## src/rtl/int_alu5_pkg.sv

```systemverilog
package int_alu5_pkg;
   localparam int FUNC_W = 3;
   localparam logic [1:0] SEL_AND = 2'b00;
   localparam logic [1:0] SEL_OR  = 2'b01;
   localparam logic [1:0] SEL_SUM = 2'b10;
   localparam logic [1:0] SEL_SLT = 2'b11;
   localparam logic [FUNC_W-1:0] CODE_ADD = 3'b010;
   localparam logic [FUNC_W-1:0] CODE_SUB = 3'b110;
   localparam logic [FUNC_W-1:0] CODE_SLT = 3'b111;
   localparam logic [FUNC_W-1:0] CODE_AN2 = 3'b011;
endpackage

```

## src/rtl/alu_operand_prep.sv

```systemverilog
module alu_operand_prep #(
   parameter int WIDTH = 32
) (
   input  logic [WIDTH-1:0] b_i,
   input  logic             inv_i,
   output logic [WIDTH-1:0] bb_o
);
   localparam logic [WIDTH-1:0] ALL_ONES = '1;
   assign bb_o = b_i ^ (inv_i ? ALL_ONES : '0);
endmodule

```

## src/rtl/alu_adder.sv

```systemverilog
module alu_adder #(
   parameter int WIDTH  = 32,
   parameter bit RIPPLE = 1'b1
) (
   input  logic [WIDTH-1:0] a_i,
   input  logic [WIDTH-1:0] b_i,
   input  logic             cin_i,
   output logic [WIDTH-1:0] sum_o,
   output logic             ovf_o
);
   localparam int MSB = WIDTH - 1;

   generate
      if (RIPPLE) begin : g_ripple
         logic [WIDTH:0] carry;
         assign carry[0] = cin_i;
         for (genvar i = 0; i < WIDTH; i++) begin : g_bit
            assign sum_o[i]   = a_i[i] ^ b_i[i] ^ carry[i];
            assign carry[i+1] = (a_i[i] & b_i[i]) | (carry[i] & (a_i[i] ^ b_i[i]));
         end
         assign ovf_o = carry[WIDTH] ^ carry[MSB];
      end else begin : g_behav
         assign sum_o = a_i + b_i + {{MSB{1'b0}}, cin_i};
         assign ovf_o = (a_i[MSB] == b_i[MSB]) && (sum_o[MSB] != a_i[MSB]);
      end
   endgenerate
endmodule

```

## src/rtl/alu_logic_unit.sv

```systemverilog
module alu_logic_unit #(
   parameter int WIDTH = 32
) (
   input  logic [WIDTH-1:0] a_i,
   input  logic [WIDTH-1:0] b_i,
   output logic [WIDTH-1:0] and_o,
   output logic [WIDTH-1:0] or_o
);
   assign and_o = a_i & b_i;
   assign or_o  = a_i | b_i;
endmodule

```

## src/rtl/int_alu5.sv

```systemverilog
module int_alu5 #(
   parameter int WIDTH  = 32,
   parameter bit RIPPLE = 1'b1
) (
   input  logic [WIDTH-1:0] opa_i,
   input  logic [WIDTH-1:0] opb_i,
   input  logic [2:0]       func_i,
   output logic [WIDTH-1:0] res_o,
   output logic             zero_o,
   output logic             ovf_o
);
   import int_alu5_pkg::*;

   localparam int MSB = WIDTH - 1;

   generate
      if (WIDTH < 2) begin : g_width_chk
         $error("int_alu5: WIDTH must be at least 2");
      end
   endgenerate

   logic [WIDTH-1:0] bb, and_v, or_v, sum_v, slt_v;
   logic             add_ovf;

   alu_operand_prep #(.WIDTH(WIDTH)) prep_i (
      .b_i(opb_i), .inv_i(func_i[2]), .bb_o(bb));

   alu_logic_unit #(.WIDTH(WIDTH)) logic_i (
      .a_i(opa_i), .b_i(bb), .and_o(and_v), .or_o(or_v));

   alu_adder #(.WIDTH(WIDTH), .RIPPLE(RIPPLE)) adder_i (
      .a_i(opa_i), .b_i(bb), .cin_i(func_i[2]), .sum_o(sum_v), .ovf_o(add_ovf));

   assign slt_v = {{MSB{1'b0}}, sum_v[MSB]};

   always_comb begin
      unique case (func_i[1:0])
         SEL_AND: res_o = and_v;
         SEL_OR:  res_o = or_v;
         SEL_SUM: res_o = sum_v;
         SEL_SLT: res_o = func_i[2] ? slt_v : and_v;
         default: res_o = and_v;
      endcase
   end

   assign zero_o = (res_o == '0);
   assign ovf_o  = (func_i[1:0] == SEL_SUM) ? add_ovf : 1'b0;

   logic [WIDTH-1:0] ref_diff;
   assign ref_diff = opa_i - opb_i;

   always_comb begin
      if (func_i == CODE_SLT) begin
         AST_SLT_UPPER_CLEAR: assert (res_o[MSB:1] == '0 && res_o[0] == ref_diff[MSB])
            else $error("SLT result malformed");
      end
      if (func_i[1:0] != SEL_SUM) begin
         AST_NO_OVERFLOW: assert (!ovf_o)
            else $error("overflow on non-arith code");
      end
      if (func_i == CODE_SUB && opa_i == opb_i) begin
         AST_SUB_EQ_ZERO: assert (zero_o)
            else $error("equal operands did not give zero");
      end
      if (ovf_o) begin
         AST_OVF_SIGNS: assert (opa_i[MSB] == bb[MSB] && res_o[MSB] != opa_i[MSB])
            else $error("overflow without sign condition");
      end
      if (func_i == CODE_AN2) begin
         AST_CODE3_AND: assert (res_o == (opa_i & opb_i))
            else $error("code 011 not AND");
      end
   end
endmodule

```

## config.mk

```make
export PLATFORM = sky130hd
export DESIGN_NAME = int_alu5
export DESIGN_NICKNAME = d
export VERILOG_FILES = /design/src/rtl/int_alu5_pkg.sv /design/src/rtl/alu_operand_prep.sv /design/src/rtl/alu_adder.sv /design/src/rtl/alu_logic_unit.sv /design/src/rtl/int_alu5.sv
export SDC_FILE = /design/constraint.sdc
export NUM_CORES = 1
export LEC_CHECK = 0
export BUFFER_PORTS_ARGS = -buffer_cell sky130_fd_sc_hd__buf_2
export CELL_PAD_IN_SITES_DETAIL_PLACEMENT = 0
export CELL_PAD_IN_SITES_GLOBAL_PLACEMENT = 1
export CORE_MARGIN = 2
export CORE_UTILIZATION = 35
export DETAILED_ROUTE_END_ITERATION = 10
export PLACE_DENSITY_LB_ADDON = 0.12
export SLEW_MARGIN = 0
export SYNTH_ARGS = -nofsm -noshare
export SYNTH_HDL_FRONTEND = slang
export SYNTH_SLANG_ARGS = --single-unit
```

## constraint.sdc

```tcl
create_clock -name vclk -period 31.1
set_input_delay 4.665 -clock vclk [all_inputs]
set_output_delay 4.665 -clock vclk [all_outputs]
set_load 0.01 [all_outputs]
```

# Word-level counts from Yosys, hierarchy flattened
# Index checks and enable logic that the tools add are counted.
# word_totals
ff_bits,0
input_bits,67
output_inout_bits,34
elab_cells,173
# classes
eq_ne,3
muxes,4
bitwise_logic,164
reduce_logical,2
# op_table
op,n
one-hot mux 32 bit (4 select lines),1
bitwise XOR 1 bit,65
AND 1 bit,64
two-way mux 32 bit,2
AND 32 bit,1
zero test 32 bit,1
OR 1 bit,32
OR 32 bit,1
bitwise XOR 32 bit,1
"equality test 2 bit, second input constant",2
"equality test 2 x 1 -> 1 bit, second input constant",1
zero test 2 bit,1
two-way mux 1 bit,1

# Depth between registers and ports, before layout
# logic_depth
ltp_word,69
depth_mapped,41
depth_no_buf,39

# By module
# From an unflattened synthesis, not the netlist that was laid out.
# hier_totals
cells_unflattened,225
area_unflattened_um2,2546.2
# by_module_without_submodules
mod,instances,cells_per_inst,area_each_um2,seq_area_each_um2
int_alu5,1,87,1086.0,0.0
alu_adder,1,38,668.1,0.0
alu_logic_unit,1,64,440.4,0.0
alu_operand_prep,1,36,351.6,0.0

# Worst setup path after synthesis
# No wires, ideal clock.
# synth_path
kind,input-to-output
startpoint,input func_i[2]
endpoint,output zero_o
arrival_time_ps,19008
required_ps,26435
slack_ps,7427
cell_stages,40
n_path_buf,2
cell_sequence,buf_4 buf_1 mux2_2 fa_1 fa_1 fa_1 fa_1 fa_1 fa_1 fa_1 fa_1 fa_1 fa_1 fa_1 fa_1 fa_1 fa_1 fa_1 (+4 left out) fa_1 fa_1 fa_1 fa_1 fa_1 fa_1 fa_1 fa_1 fa_1 fa_1 inv_1 fa_1 fa_1 o22ai_1 a21o_1 nor4_1 nand4_1 nor4_2
# synth_between
elab_cells_between_ends,164
cone_classes,3 x mux; 160 x bitwise; 1 x reduce/logical
# synth_lines
element,line_no,rtl
start: declaration,int_alu5.sv:7,"input logic [2:0] func_i,"
two-way mux 32 bit,alu_operand_prep.sv:9,assign bb_o = b_i ^ (inv_i ? ALL_ONES : '0);
bitwise XOR 32 bit,alu_operand_prep.sv:9,
bitwise XOR 1 bit,alu_adder.sv:19,assign carry[i+1] = (a_i[i] & b_i[i]) | (carry[i] & (a_i[i] ^ b_i[i]));
AND 1 bit,alu_adder.sv:19,
OR 1 bit,alu_adder.sv:19,
AND 1 bit,alu_adder.sv:19,
OR 1 bit,alu_adder.sv:19,
AND 1 bit,alu_adder.sv:19,
(+53 left out),n/a,
AND 1 bit,alu_adder.sv:19,
OR 1 bit,alu_adder.sv:19,
AND 1 bit,alu_adder.sv:19,
OR 1 bit,alu_adder.sv:19,
bitwise XOR 1 bit,alu_adder.sv:18,assign sum_o[i] = a_i[i] ^ b_i[i] ^ carry[i];
one-hot mux 32 bit (4 select lines) *,int_alu5.sv:37,unique case (func_i[1:0])
named net res_o[31],int_alu5.sv:8,"output logic [WIDTH-1:0] res_o,"
zero test 32 bit *,int_alu5.sv:46,assign zero_o = (res_o == '0);
end: declaration,int_alu5.sv:9,"output logic zero_o,"
# The timed path passes the listed nets; every way through them passes the cells marked *.

# Worst setup path in the final report
# layout_path
startpoint,input func_i[2]
endpoint,output zero_o
# layout_between
elab_chain_cells,69
elab_cells_between_ends,164
cone_classes,3 x mux; 160 x bitwise; 1 x reduce/logical
# layout_rtl
element,line_no,rtl
two-way mux 32 bit,alu_operand_prep.sv:9,
bitwise XOR 32 bit,alu_operand_prep.sv:9,
bitwise XOR 1 bit,"alu_adder.sv:18, alu_adder.sv:19",
AND 1 bit,alu_adder.sv:19,
OR 1 bit,alu_adder.sv:19,
AND 1 bit,alu_adder.sv:19,
OR 1 bit,alu_adder.sv:19,
AND 1 bit,alu_adder.sv:19,
(+53 left out),n/a,
AND 1 bit,alu_adder.sv:19,
OR 1 bit,alu_adder.sv:19,
AND 1 bit,alu_adder.sv:19,
OR 1 bit,alu_adder.sv:19,
bitwise XOR 1 bit,alu_adder.sv:18,
two-way mux 32 bit,int_alu5.sv:41,SEL_SLT: res_o = func_i[2] ? slt_v : and_v;
one-hot mux 32 bit (4 select lines) *,int_alu5.sv:37,
zero test 32 bit *,int_alu5.sv:46,
# Every way passes the cells marked *; elsewhere a longest branch is shown, timed or not.

==> summary.txt <==
Outcome
  • Status: completed

Layout
  • Sequential standard cell area: 0 µm²
  • Nets@finish: between 600 and 700
  • Layout area overhead: 18.4%
  • Final-layout clock buffer total: 0
  • Ant. Diodes: 0
  • Layout cells sized above 1: between 20% and 30%
  • Seq cells: 0
  • Fin cells: 554

Global routing
  • Vias in the first global route: ~2500
  • Initial antenna violation count: 0
  • Largest net degree at the start of global routing: 69
  • Most Crowded Layer GR: met2
  • First-pass GRT wire length: 11700 µm
  • GRT Total Usage: 15.6%
  • Grt total ovfl: 0
  • GR met1 Demand/Resource: approximately a fifth
  • Met3 usage: less than 1%
  • Met2 GRT Util: roughly 29%

Worst setup path
  • Crit path capture type: primary output
  • Startpoint class of the critical path: primary input
  • Worst path slowest cell: fa_1
  • CP max stage delay: around 0.45 ns
  • Kind of critical path: primary input to primary output
  • Crit-path max FO: 36
  • Critical Path RT: 26.44 ns
  • Arr. time, crit path: roughly 20 ns
  • Top cell by count, worst path: fa_1

Clocking
  • Post-CTS Hold Fix Bufs: 0
  • Post-CTS Resized: 0
  • Post-CTS Setup Bufs: 0

STA
  • Max-slew violations: 0
  • Slew Limit Headroom: about 55%
  • Fin crit share: 78.2%
  • Final setup violation count: 0
  • Slew @ Worst Pin: roughly 0.67 ns
  • RSZ-0062 raised after global routing: no
  • Fmax: ~41 MHz
  • Setup TNS: 0 ns
  • Crit path time final: 24.32 ns
  • Count of final hold-check violations: 0

Route
  • DRC: 0
  • Initial DRC Count: 75
  • Detailed-route wire length: roughly 7300 µm
  • Routed via count: approximately 2700
  • Routed length per instance: approximately 13 µm
  • Post-route ant nets: 0
  • TritonRoute pass-1 iters: 4
  • Via/cell ratio: about 4.8

Run
  • Max cap viols: 0

Placed design
  • Placed instance count: 554
  • IO buf count: about 100
  • Placer Congestion: roughly 0.77
  • Post-DP HPWL: around 5700 µm

Power and ir drop
  • LEAKAGE: 1.93 nW
  • Total power: ~66 µW
  • PwrDens: about 19 mW/mm²
  • VDD IR max: roughly 0.0076 mV

Die
  • Row Count: 33
  • Die height: ~96 µm
  • # IOs: 101
  • Chip width: approximately 96 µm
  • Die ar.: 0.00929 mm²
  • CORE AREA: between 0.008 and 0.009 mm²
  • Initial Util: 36.2%

Synthesis
  • Share of the yosys chip area belonging to registers: 0%
  • Warnings, synthesis: 0
  • Post-synth top area share: between 20 and 30%
  • Commonest cells in the netlist: inv_1, ha_1, xor2_1, fa_1, nand2_1
  • Mapped Nets: roughly 530
  • Distinct cells, synth: 39
  • Syn Area/Cell: 8.10 µm²
  • Yosys top cell by area: ha_1
  • Mapped cell area: 0.00299 mm²
  • Area contributors post-synth: ha_1, fa_1, xor2_1, inv_1, a221oi_1
  • Syn Inst Count: 369
  • Most frequent cell after synthesis: inv_1

Hold path
  • Hold Crit Class: primary input to primary output
-- power by group --
part	leakage, nW	switching [mW]	internal [mW]	total (mW)
registers	0	0	0	0
logic	1.93	0.0371	0.0287	0.0658
clock network	0	0	0	0
-- metal layers --
metal	vias up	part of all wire, %
li1	1366	-
met1	1228	46
met2	59	50
met3	0	4.1
met4	0	0
met5	-	0
-- through the flow --
stage	instance area [µm²]	hold slack, ns	setup slack, ns	util (%)
2_1_floorplan	2990	9.60	7.43	-
3_3_place_gp	3540	9.83	6.75	42.8
3_5_place_dp	3540	9.82	6.61	42.8
4_1_cts	3540	9.83	6.55	42.8
5_1_grt	3540	9.88	5.96	42.8
6_report	3540	9.82	6.78	42.8
-- placed cells by master, fill, tap and decap left out, types with 2 or more instances in the layout --
cell type	n
a21o_1	7
a211oi_1	7
inv_2	2
xor2_1	32
buf_2	101
mux2_2	2
nand2_1	27
a21oi_1	14
o21ai_1	6
a221oi_1	14
o211ai_1	6
a22o_1	9
nand2b_1	2
nor4_1	4
nor2_1	10
a22oi_1	6
inv_1	65
ha_1	64
fa_1	31
o21ai_0	21
buf_4	3
-- cells by family (layout without fill, tap and decap cells) --
family	after synthesis	count (layout)	synth area share, %
mux	2	2	0.754
buf+inv	91	171	12.2
compound gates	95	95	21.4
fa+ha+maj	95	95	47.6
simple gates	53	53	8.38
xor+xnor	33	33	9.67
-- worst paths after layout --
| path | from | to | slack (ns) | depth (start not counted) |
|---|---|---|---|---|
| max | func_i[2] | zero_o | 6.78 | 41 |
| min | opa_i[31] | res_o[31] | 9.82 | 4 |
-- worst max-delay path, delay by kind of cell --
family | cells | cell delay (ns)
mux | 1 | 0.37
buf+inv | 4 | 0.66
fa+ha+maj | 31 | 12.92
simple gates | 3 | 0.77
compound gates | 2 | 0.24
-- area by class of cell --
type                       instances  area, µm²
fill                             879       4720
multi-input combinational        278       2630
timing repair buffer             104        528
inverter                          67        251
tap                              105        131
Power figures use the tool's default switching activity.
